`config.mk`:
```
export PLATFORM = sky130hd
export DESIGN_NAME = burst_addr_seq
export DESIGN_NICKNAME = d
export VERILOG_FILES = /design/src/rtl/burst_seq_pkg.sv /design/src/rtl/seq_load_arb.sv /design/src/rtl/seq_burst_ctr.sv /design/src/rtl/seq_addr_map.sv /design/src/rtl/burst_addr_seq.sv
export SDC_FILE = /design/constraint.sdc
export NUM_CORES = 1
export LEC_CHECK = 0
export ABC_AREA = 0
export BUFFER_PORTS_ARGS = -buffer_cell sky130_fd_sc_hd__buf_4
export CORE_AREA = 2 2 52 54
export DETAILED_ROUTE_END_ITERATION = 7
export DIE_AREA = 0 0 54 56
export GPL_TIMING_DRIVEN = 0
export PLACE_DENSITY = 0.74
export SKIP_CTS_REPAIR_TIMING = 1
export SYNTH_ARGS = -nofsm -noshare
export SYNTH_HDL_FRONTEND = slang
export SYNTH_SLANG_ARGS = --single-unit
export TNS_END_PERCENT = 100
```
`constraint.sdc`:
```
create_clock -name clk -period 1.77 [get_ports clk]
set_clock_uncertainty 0.1 [all_clocks]
set_input_delay 0.2655 -clock clk [delete_from_list [all_inputs] [get_ports clk]]
set_output_delay 0.2655 -clock clk [all_outputs]
set_load 0.005 [all_outputs]
```
`src/rtl/burst_seq_pkg.sv`:
```
package burst_seq_pkg;
  // Order in which the low address bits walk through a burst group.
  typedef enum logic {
    ORD_INTERLEAVE = 1'b0,
    ORD_LINEAR     = 1'b1
  } burst_order_e;
endpackage

```
`src/rtl/seq_load_arb.sv`:
```
module seq_load_arb (
  input  logic padr_n,
  input  logic cadr_n,
  input  logic ce_n,
  input  logic adv_n,
  output logic load,
  output logic step
);
  logic cpu_req;
  logic ctl_req;
  logic any_strb;

  always_comb begin
    cpu_req  = ~padr_n;
    // The controller strobe is considered only while the processor strobe is idle.
    ctl_req  = padr_n & ~cadr_n;
    any_strb = ~padr_n | ~cadr_n;
    load     = (cpu_req & ~ce_n) | ctl_req;
    // Any strobe cycle, whether taken or not, blocks the advance.
    step     = ~any_strb & ~adv_n;
  end
endmodule

```
`src/rtl/seq_burst_ctr.sv`:
```
module seq_burst_ctr #(
  parameter int CW = 2
) (
  input  logic          clk,
  input  logic          rst,
  input  logic          clr,
  input  logic          step,
  output logic [CW-1:0] cnt_nxt
);
  logic [CW-1:0] cnt_r;

  always_comb begin
    if (clr)       cnt_nxt = '0;
    else if (step) cnt_nxt = cnt_r + 1'b1;
    else           cnt_nxt = cnt_r;
  end

  always_ff @(posedge clk) begin
    if (rst) cnt_r <= '0;
    else     cnt_r <= cnt_nxt;
  end
endmodule

```
`src/rtl/seq_addr_map.sv`:
```
module seq_addr_map
  import burst_seq_pkg::*;
#(
  parameter int CW = 2
) (
  input  logic [CW-1:0] base_lo,
  input  logic [CW-1:0] cnt,
  input  burst_order_e  order,
  output logic [CW-1:0] lo
);
  always_comb begin
    if (order == ORD_LINEAR) lo = base_lo + cnt;
    else                     lo = base_lo ^ cnt;
  end
endmodule

```
`src/rtl/burst_addr_seq.sv`:
```
module burst_addr_seq
  import burst_seq_pkg::*;
#(
  parameter int AW = 20,
  parameter int CW = 2
) (
  input  logic          clk,
  input  logic          rst,
  input  logic [AW-1:0] addr_in,
  input  logic          ce_n,
  input  logic          padr_n,
  input  logic          cadr_n,
  input  logic          adv_n,
  input  logic          lin_mode,
  output logic [AW-1:0] addr_q,
  output logic          sel_q_n
);
  localparam int HW = AW - CW;

  logic          load;
  logic          step;
  logic [CW-1:0] cnt_nxt;
  logic [AW-1:0] base_r;
  logic [AW-1:0] base_nxt;
  logic [CW-1:0] lo_nxt;
  burst_order_e  order;

  seq_load_arb u_arb (
    .padr_n (padr_n),
    .cadr_n (cadr_n),
    .ce_n   (ce_n),
    .adv_n  (adv_n),
    .load   (load),
    .step   (step)
  );

  seq_burst_ctr #(.CW(CW)) u_ctr (
    .clk     (clk),
    .rst     (rst),
    .clr     (load),
    .step    (step),
    .cnt_nxt (cnt_nxt)
  );

  always_comb begin
    base_nxt = load ? addr_in : base_r;
    order    = lin_mode ? ORD_LINEAR : ORD_INTERLEAVE;
  end

  seq_addr_map #(.CW(CW)) u_map (
    .base_lo (base_nxt[CW-1:0]),
    .cnt     (cnt_nxt),
    .order   (order),
    .lo      (lo_nxt)
  );

  always_ff @(posedge clk) begin
    if (rst) begin
      base_r  <= '0;
      addr_q  <= '0;
      sel_q_n <= 1'b1;
    end else begin
      base_r <= base_nxt;
      addr_q <= {base_nxt[AW-1:CW], lo_nxt};
      if (load) sel_q_n <= ce_n;
    end
  end

  logic [HW-1:0] unused_hw;
  assign unused_hw = '0;
endmodule

```
Yosys cells after proc, flatten, opt, wreduce, memory -nomap -nowiden

Index checks and enable logic that the tools add are counted.

Flip-flop bits (word level): 43
Bits of input ports: 27
Output and inout port bits: 21
Word-level logic and storage cells: 22

$add $sub $neg: 2
Mux-type cells: 5
Bitwise logic cells: 11

Operator list:

| operator                                    | count |
|---|---|
| 2-to-1 mux 20 bit                           | 1 |
| 2-to-1 mux 2 bit                            | 3 |
| inverter 1 bit                              | 5 |
| AND 1 bit                                   | 3 |
| adder 2 x 1 -> 2 bit, second input constant | 1 |
| adder 2 bit                                 | 1 |
| bitwise OR 1 bit                            | 2 |
| XOR 2 bit                                   | 1 |
| 2-to-1 mux 1 bit                            | 1 |

Logic depth before layout (Yosys ltp)

Gate-level depths: netlist of the first run.

Depth in word-level cells: 8
Mapped depth: 9
Depth with buffers taken out: 9

By module

From an unflattened synthesis of the first run, not the netlist that was laid out.

Cells, all modules: 104
Area total of the unflattened synthesis: 1096.1 um^2

By module, submodules not included:

| module         | times used | cells an instance | area an instance (um^2) | sequential area each (um^2) |
|---|---|---|---|---|
| burst_addr_seq | 1          | 89                | 950.9                   | 460.4 |
| seq_burst_ctr  | 1          | 9                 | 92.6                    | 40.0 |
| seq_addr_map   | 1          | 4                 | 33.8                    | 0.0 |
| seq_load_arb   | 1          | 2                 | 18.8                    | 0.0 |

Worst setup path after synthesis of the first run

No wires, ideal clock.

Kind: input -> register
From: input padr_n
To: register addr_q[1]
Library setup time: 0.128 ns
Arrival time: 1.344 ns
Required time: 1.542 ns
Slack: 0.198 ns
Cell stages on the path: 9
Path buffers: 1
Cell sequence: mux2i_1 > buf_2 > nand2_1 > nand2_1 > ha_1 > nand2_1 > xnor2_1 > xnor2_1 > nor2_1

Elaborated cells on any way between the ends: 13
Those cells by class: add/sub: 1; mux: 4; bitwise: 8

RTL lines:

| what                   | line                 | text |
|---|---|---|
| start: declaration     | burst_addr_seq.sv:11 | `input logic padr_n,` |
| inverter 1 bit         | seq_load_arb.sv:14   | `cpu_req = ~padr_n;` |
| AND 1 bit              | seq_load_arb.sv:18   | `load = (cpu_req & ~ce_n) \| ctl_req;` |
| bitwise OR 1 bit *     | seq_load_arb.sv:18   |  |
| 2-to-1 mux 20 bit *    | burst_addr_seq.sv:46 | `base_nxt = load ? addr_in : base_r;` |
| named net base_nxt[0]  | burst_addr_seq.sv:24 | `logic [AW-1:0] base_nxt;` |
| adder 2 bit *          | seq_addr_map.sv:12   | `if (order == ORD_LINEAR) lo = base_lo + cnt;` |
| 2-to-1 mux 2 bit *     | seq_addr_map.sv:12   |  |
| end signal: assignment | burst_addr_seq.sv:64 | `addr_q <= {base_nxt[AW-1:CW], lo_nxt};` |
| end: declaration       | burst_addr_seq.sv:15 | `output logic [AW-1:0] addr_q,` |

The timed path passes the listed nets; every way through them passes the cells marked *.
A chain may end at the register's enable or synchronous reset.

Worst setup path after layout of the first run

Ends and elaborated chain as after synthesis.

==> results of run 1 <==
report_power, final:
group	leakage, nW	internal [mW]	switching [mW]
clock	0.0139	0.0862	0.160
sequential	0.206	0.597	0.0161
combinational	0.496	0.132	0.0882
total	0.716	0.816	0.265
registers in the layout, summed over array words and instances, names as in the netlist:
| name | flops |
|---|---|
| addr_q | 20 |
| base_r | 2 |
| u_ctr.cnt_r | 2 |
| sel_q_n | 1 |
path summary, 6_finish.rpt:
path | start | endpoint | depth (start not counted)
worst max-delay path | padr_n | addr_q[1] | 10
worst min-delay path | ce_n | sel_q_n | 3
worst max register to register | u_ctr.cnt_r[0] | addr_q[1] | 6
worst min register to register | addr_q[17] | addr_q[17] | 2
kinds of logic (layout without fill, tap and decap cells):
group / Yosys count / after routing / share of synthesized area, %
and+or+nand+nor: 55 / 55 / 21.1
DFF: 25 / 25 / 47.2
AOI/OAI and AO/OA: 24 / 24 / 11.7
buffers and inverters: 24 / 74 / 15.2
xor gates and xnor gates: 2 / 2 / 1.65
muxes: 2 / 2 / 1.89
adders and majority gates: 1 / 1 / 1.18
cells in the final DEF (no fill, tap or decap), types with 3 or more instances in the layout:
cell type	instances
nor2b_1	4
nor2_1	3
buf_4	64
nand2_1	45
dfxtp_1	25
a21oi_1	20
clkbuf_1	3
clkbuf_4	3
buf_2	3
critical path: stages:
cell and delay (ns):
buf_4 0.13, nand2b_1 0.17, nand2_1 0.27, nand2_1 0.12
nand2_1 0.09, ha_1 0.13, nand2_1 0.06, xnor2_1 0.19
xnor2_1 0.13, nor2_1 0.05
routing by layer:
metal	vias up	GRT usage, %	part of all wire [%]
met5	-	0	0
met3	4	4.57	6.6
met2	26	26.0	51
li1	512	-	-
met1	421	17.4	41
met4	0	5.36	1.0
layout make-up:
cell class	count	area [um2]
sequential	25	500
fill	222	960
clock buffer	3	22.5
buffer	24	161
multi-input combinational	84	398
timing repair buffer	46	345
clock inverter	1	7.51
tap	30	37.5
per-stage QoR:
step / total power, mW / setup TNS (ns) / setup slack [ns] / utilization (%) / area [um2]
CTS: 1.10 / 0 / 0.269 / 60.5 / 1470
finish: 1.08 / 0 / 0.273 / 60.5 / 1470
detailed placement: 0.850 / -0.0845 / -0.0845 / 59.3 / 1440
global route: 1.14 / 0 / 0.139 / 60.5 / 1470
floorplan: 0.737 / 0 / 0.198 / - / 1060
global placement: 0.842 / -0.0936 / -0.0936 / 59.3 / 1440
==> qor.yml, run 1 <==
synthesis:
  synth_edf_count: 0
  yosysTopAreaCellShare_pct: 47.2
  yosysTopAreaCell: "dfxtp_1"
  synth_area_leaders: "dfxtp_1 (47%), nand2_1 (16%), buf_4 (13%)"
  synth_cells: 133
  syn_area_um2: 1060
  synth.top_cells.by_count: "nand2_1 (45), dfxtp_1 (25), a21oi_1 (20)"
  avgSynthCellArea_um2: 7.97
  synth_flop_cell: "dfxtp_1"
  synth_fp_nets: 161
  yosysSeqAreaShare_pct: 47.2
  async_flop_share_pct: 0
  synth_warnings: 0
  yosysMostFrequentCell: "nand2_1"
  synth_seq_cells: 25
  synthDistinctLibCells: 17
critical_path:
  critPathKind: "primary input to flip-flop"
  cp_data_arrival_time_ns: 1.61
  r2r_slack_ns: 0.29
  critPathRequiredTime_ns: 1.88
  cp-end-kind: "flip-flop"
  start_kind: "primary input"
  crit_fanout: 10
timing:
  final.min_clock_period_ns: 1.50
  fmax_ghz: 0.668
  drv_slew: 0
  hold_violations: 0
  timing.slew.headroom_pct: 70.6
  setup_viol: 0
  rsz0062_at_grt: "false"
  fin_crit_sh_pct: 84.6
  tightestPinTransition_ns: 0.441
  worst_hold_slack_ns: 0.0794
grt:
  grt_usage_pct: 15.2
  grt_pass1_vias: 834
  grt_max_degree: 16
  grt_pass1_wl_mm: 3.40
  antenna_found_initial: 0
  grt.overflow.total: 0
clocking:
  ctsLongestPathBuffers: 2
  cts_buffers: 3
  clk_pin_slew_worst_paths_ns: 0.13
  clock_latency_ns: 0.30
  htree_levels: 1
  cts_tree: "yes"
  cts-root-buf: "clkbuf_4"
  cts_sinks: 25
finish:
  num_antenna_cells: 0
  area.growth.synth_to_final_pct: 39.0
  layout-drive-gt1-share_pct: 38.8
  fin_nets: 212
  instances_no_fill: 213
floorplanning:
  num_rows: 18
  die_w_um: 54
  die_h_um: 56
  dieArea_um2: 3020
  start_util_pct: 43.6
  io_pins: 48
  core_um2: 2430
drt:
  route.detailed.drc: 0
  drt-pass1-iter-count: 4
  drt_wl_total_mm: 2.15
  via_per_inst: 4.52
  wl_per_cell_um: 10.1
  ant_nets: 0
  num_vias: 963
  initialDrtViolationCount: 14
min_path:
  hold_class: "primary input to flip-flop"
run_status:
  status: "complete, no violations"
power_and_ir_drop:
  irDropWorstVdd_uv: 462
  p_per_area_nw_per_um2: 734
  p_leak_nw: 0.716
placed_design:
  place_congestion: 0.744
  hpwl_mm: 1.70
  dp_cells: 209
  portBuffers: 46
job:
  maxCapViolations: 0
Note: power is estimated with default switching activity, not from simulation.
==> run 2, diff against run 1 <==
==> constraint.sdc (replaced) <==
create_clock -name clk -period 1.5 [get_ports clk]
set_clock_uncertainty 0.1 [all_clocks]
set_input_delay 0.225 -clock clk [delete_from_list [all_inputs] [get_ports clk]]
set_output_delay 0.225 -clock clk [all_outputs]
set_load 0.005 [all_outputs]
==> run 2 against run 1 <==
  * Clock-buffer cell count grew 1
  * Clock power grew 20%
  * Combinational power grew 26%
  * Via count grew 1.5%
  * Hold slack lost 0.043 ns
  * Cell area grew 3.3%
  * Flip-flop and latch count is the same
  * First-iteration DRC count is the same
  * Largest cell class unchanged
  * Non-clock buffer count grew 1
==> qor.yml, run 2 (same netlist as run 1, synthesis figures left out) <==
timing:
  fmax_ghz: 0.686
  hold_violations: 0
  drv_slew: 0
  final.min_clock_period_ns: 1.46
  fin_crit_sh_pct: 97.2
  setup_viol: 0
  tightestPinTransition_ns: 0.442
  timing.slew.headroom_pct: 70.5
  worst_hold_slack_ns: 0.0359
  fin_ws_ns: 0.0416
  rsz0062_at_grt: "true"
clocking:
  cts_tree: "yes"
  cts_buffers: 3
  ctsLongestPathBuffers: 2
  cts_sinks: 25
  cts-root-buf: "clkbuf_4"
  htree_levels: 1
  clk_pin_slew_worst_paths_ns: 0.13
  clock_latency_ns: 0.32
grt:
  grt_pass1_vias: 864
  grt.overflow.total: 0
  grt_max_degree: 14
  antenna_found_initial: 0
  grt_pass1_wl_mm: 3.61
  grt_usage_pct: 15.9
critical_path:
  rr_startpoint: "u_ctr.cnt_r[0]"
  critPathKind: "flip-flop to flip-flop"
  cp-end-kind: "flip-flop"
  cp_data_arrival_time_ns: 1.57
  critPathLaunch: "u_ctr.cnt_r[0]"
  start_kind: "flip-flop"
  r2r_cells: 6
  critPathRequiredTime_ns: 1.61
  crit_fanout: 3
  r2r_slack_ns: 0.04
finish:
  layout-drive-gt1-share_pct: 42.4
  final_common_cell: "buf_4"
  fin_nets: 213
  largest_reg_flops: 20
  top_register: "addr_q"
  layout_common_cells: "buf_4 (65), nand2_1 (43), dfxtp_1 (24), a21oi_1 (20)"
  multiInputGateArea_um2: 435
  fin_util_pct: 62.6
  reg.largest.list: "addr_q x20, base_r x2, u_ctr.cnt_r x2"
  fillers: 228
  seq_area_um2: 502
  num_antenna_cells: 0
  area.growth.synth_to_final_pct: 43.6
drt:
  drt_wl_total_mm: 2.26
  route.detailed.drc: 0
  wl_per_cell_um: 10.6
  initialDrtViolationCount: 14
  num_vias: 977
  via_per_inst: 4.57
  ant_nets: 0
  drt-pass1-iter-count: 4
power_and_ir_drop:
  irDropWorstVdd_uv: 614
  p_per_area_nw_per_um2: 854
  p_leak_nw: 0.733
placed_design:
  pre_cts_ws_ns: -0.387
  portBuffers: 46
  place_congestion: 0.702
  hpwl_mm: 1.74
job:
  maxCapViolations: 0
floorplanning:
  io_pins: 48
  die_w_um: 54
  die_h_um: 56
  num_rows: 18
  start_util_pct: 43.6
  core_um2: 2430
  dieArea_um2: 3020
min_path:
  worstHoldPathCells: 3
  hold_class: "primary input to flip-flop"
  hold_start: "addr_in[17]"
run_status:
  status: "complete, no violations"
run 2: power by group:
group / internal [mW] / switching (mW) / total [mW]
sequential: 0.705 / 0.0195 / 0.725
clock: 0.104 / 0.193 / 0.297
combinational: 0.166 / 0.112 / 0.278
run 2: final cells by class:
type,count,area share (%)
plain buffers,24,11.0
clock buffers,4,1.73
multi-input cells,84,28.6
flip-flops and latches,25,33.0
well taps,30,2.47
repair buffers,47,23.2
run 2: path summary, 6_finish.rpt:
path	end
setup / recovery	addr_q[1]
hold / removal	addr_q[17]
setup reg to reg	addr_q[1]
hold reg to reg	addr_q[17]
run 2: layer usage:
metal / GRT usage (%) / wire [um] / share of wire (%) / up-vias
met3: 5.91 / 148 / 6.5 / 2
met1: 18.0 / 910 / 40 / 436
met5: 0 / 0 / 0 / -
met4: 4.29 / 10 / 0.44 / 0
met2: 27.4 / 1190 / 53 / 29
li1: - / - / - / 510
run 2: critical path, stage by stage, from the launching register on:
cell	delay (ns)
dfxtp_2	0.36
o31ai_4	0.23
ha_2	0.22
nand2_2	0.06
xnor2_2	0.14
xnor2_1	0.19
nor2_1	0.05
run 2: per-stage QoR:
step	area [um2]	power, mW	cells	TNS [ns]
3_5_place_dp	1450	1.01	209	-0.476
6_report	1520	1.30	214	0
2_1_floorplan	1070	0.872	133	0
5_1_grt	1520	1.37	214	-0.0168
4_1_cts	1480	1.30	213	-0.103
3_3_place_gp	1450	0.998	209	-0.362
==> run 3, diff against run 2 <==
--- a/config.mk
+++ b/config.mk
@@ -7,13 +7,14 @@
 export LEC_CHECK = 0
 export ABC_AREA = 0
 export BUFFER_PORTS_ARGS = -buffer_cell sky130_fd_sc_hd__buf_4
-export CORE_AREA = 2 2 52 54
+export CORE_AREA = 2 2 53 55
 export DETAILED_ROUTE_END_ITERATION = 7
-export DIE_AREA = 0 0 54 56
+export DIE_AREA = 0 0 55 57
 export GPL_TIMING_DRIVEN = 0
-export PLACE_DENSITY = 0.74
+export PLACE_DENSITY = 0.73
 export SKIP_CTS_REPAIR_TIMING = 1
 export SYNTH_ARGS = -nofsm -noshare
 export SYNTH_HDL_FRONTEND = slang
+export SYNTH_HIERARCHICAL = 1
 export SYNTH_SLANG_ARGS = --single-unit
 export TNS_END_PERCENT = 100
==> run 3 against run 2 <==
  * Die area is 3.7% higher
  * Register-to-register slack improved by 0.14 ns
  * Via count is 14% lower
  * First-iteration DRC count decreased by 64%
  * Cell area grew 1.6%
  * Flip-flop and latch count unchanged
  * Sequential power hardly changed
  * Sequential share of layout area shrank 0.59 points
  * Synthesized cell count decreased by 22%
  * Utilization decreased by 3.5 points
  * Power increased by 2.1%
  * Critical path type is now primary input to flip-flop
  * Critical endpoint unchanged
  * Largest cell class unchanged
  * Largest power group unchanged
==> qor.yml, run 3 <==
grt:
  grt.overflow.total: 0
  grt_max_degree: 15
  antenna_found_initial: 0
  grt_pass1_vias: 813
  grt_pass1_wl_mm: 3.36
  grt_usage_pct: 14.1
finish:
  area.growth.synth_to_final_pct: 41.0
  top_register: "addr_q"
  layout-drive-gt1-share_pct: 50.0
  instances_no_fill: 187
  fin_util_pct: 59.1
  fin_nets: 185
  final_common_cell: "buf_4"
  num_antenna_cells: 0
  layout_common_cells: "buf_4 (65), dfxtp_1 (25), nor2_1 (19), mux2i_1 (18), nor2b_1 (4)"
  largest_reg_flops: 20
  reg.largest.list: "addr_q x20, base_r x2, u_ctr/cnt_r x2"
  final_cell_area_um2: 1550
synthesis:
  synth.top_cells.by_count: "dfxtp_1 (25), mux2i_1 (19), nor2_1 (19)"
  synth_area_leaders: "dfxtp_1 (46%), mux2i_1 (17%), buf_4 (12%)"
  yosysTopAreaCell: "dfxtp_1"
  synth_flop_cell: "dfxtp_1"
  async_flop_share_pct: 0
  synth_warnings: 6
  yosysTopAreaCellShare_pct: 45.7
  synth_fp_nets: 132
  synth_seq_cells: 25
  syn_area_um2: 1100
  yosysSeqAreaShare_pct: 45.7
  synth_edf_count: 0
  synth_cells: 104
  yosysMostFrequentCell: "dfxtp_1"
  avgSynthCellArea_um2: 10.5
  synthDistinctLibCells: 22
critical_path:
  critPathRequiredTime_ns: 1.65
  crit_fanout: 8
  cp-end-kind: "flip-flop"
  cp_data_arrival_time_ns: 1.54
  critPathKind: "primary input to flip-flop"
  cp_slowest_stage_delay_ns: 0.36
  cp_slowest_cell: "mux2i_4"
  cp_cell_sequence: "buf_4 -> mux2i_4 -> mux2_4 -> ha_1 -> nand2_1 -> xnor2_1 -> nor2b_1"
  start_kind: "primary input"
placed_design:
  portBuffers: 47
  dp_cells: 182
  dpl_cell_area_um2: 1510
  pre_cts_ws_ns: -0.218
  place_congestion: 0.715
  hpwl_mm: 1.66
min_path:
  hold_class: "primary input to flip-flop"
timing:
  tightestPinTransition_ns: 0.404
  fmax_ghz: 0.721
  tns_ns: 0
  drv_slew: 0
  rsz0062_at_grt: "false"
  setup_viol: 0
  worst_hold_slack_ns: 0.0427
  fin_crit_sh_pct: 92.4
  hold_violations: 0
  fin_ws_ns: 0.114
  final.min_clock_period_ns: 1.39
  timing.slew.headroom_pct: 73.0
floorplanning:
  io_pins: 48
  num_rows: 19
  start_util_pct: 41.9
  die_w_um: 55
  dieArea_um2: 3140
  core_um2: 2620
  die_h_um: 57
power_and_ir_drop:
  power.total_mw: 1.33
  p_leak_nw: 0.793
  irDropWorstVdd_uv: 665
  p_per_area_nw_per_um2: 859
clocking:
  cts_sinks: 25
  clk_pin_slew_worst_paths_ns: 0.14
  ctsLongestPathBuffers: 2
  clock_latency_ns: 0.31
  htree_levels: 1
  cts-root-buf: "clkbuf_4"
  cts_buffers: 3
  cts_tree: "yes"
drt:
  wl_per_cell_um: 11.0
  num_vias: 838
  via_per_inst: 4.48
  ant_nets: 0
  initialDrtViolationCount: 5
  drt_wl_total_mm: 2.05
  drt-pass1-iter-count: 4
  route.detailed.drc: 0
run_status:
  status: "complete, no violations"
job:
  maxCapViolations: 0
[run 3: kinds of logic after synthesis]
kind of cell | Yosys count | synth area share, %
adder cells (fa/ha/maj) | 1 | 1.14
multiplexers | 21 | 19.4
XOR/XNOR | 3 | 2.40
buffers and inverters | 22 | 16.0
AO/OA/AOI/OAI | 4 | 3.42
flip-flops | 25 | 45.7
AND/OR/NAND/NOR | 28 | 12.0
[run 3: layout make-up]
| class | instances | area (um2) |
|---|---|---|
| timing repair buffer | 48 | 363 |
| clock buffer | 3 | 22.5 |
| buffer | 22 | 175 |
| fill | 258 | 1070 |
| multi-input combinational | 57 | 440 |
| tap | 31 | 38.8 |
| sequential | 25 | 500 |
| clock inverter | 1 | 5.00 |
[run 3: worst max-delay path: cells and delay by family]
| family | cells | cell delay [ns] |
|---|---|---|
| adder cells (fa/ha/maj) | 1 | 0.20 |
| multiplexers | 2 | 0.70 |
| buffers and inverters | 1 | 0.10 |
| XOR/XNOR | 1 | 0.10 |
| AND/OR/NAND/NOR | 2 | 0.20 |
[run 3: power by group]
group / total, mW / internal, mW / switching [mW] / leakage, nW
registers: 0.728 / 0.708 / 0.0202 / 0.206
clock network: 0.290 / 0.0993 / 0.191 / 0.0177
logic: 0.308 / 0.203 / 0.105 / 0.569
total: 1.33 / 1.01 / 0.317 / 0.793
[run 3: worst paths after layout]
| check | start | endpoint | slack (ns) | depth (start not counted) |
|---|---|---|---|---|
| setup / recovery | padr_n | addr_q[1] | 0.11 | 7 |
| hold / removal | addr_in[5] | addr_q[5] | 0.04 | 3 |
| setup reg to reg | u_ctr/cnt_r[1] | addr_q[1] | 0.18 | 5 |
| hold reg to reg | addr_q[5] | addr_q[5] | 0.42 | 2 |
[run 3: metal layers]
metal | vias to the layer above | wire length (um) | track usage [%]
met5 | - | 0 | 0
met4 | 0 | 13 | 3.14
met3 | 2 | 186 | 3.93
met2 | 32 | 1020 | 25.2
met1 | 373 | 826 | 16.3
li1 | 431 | - | -
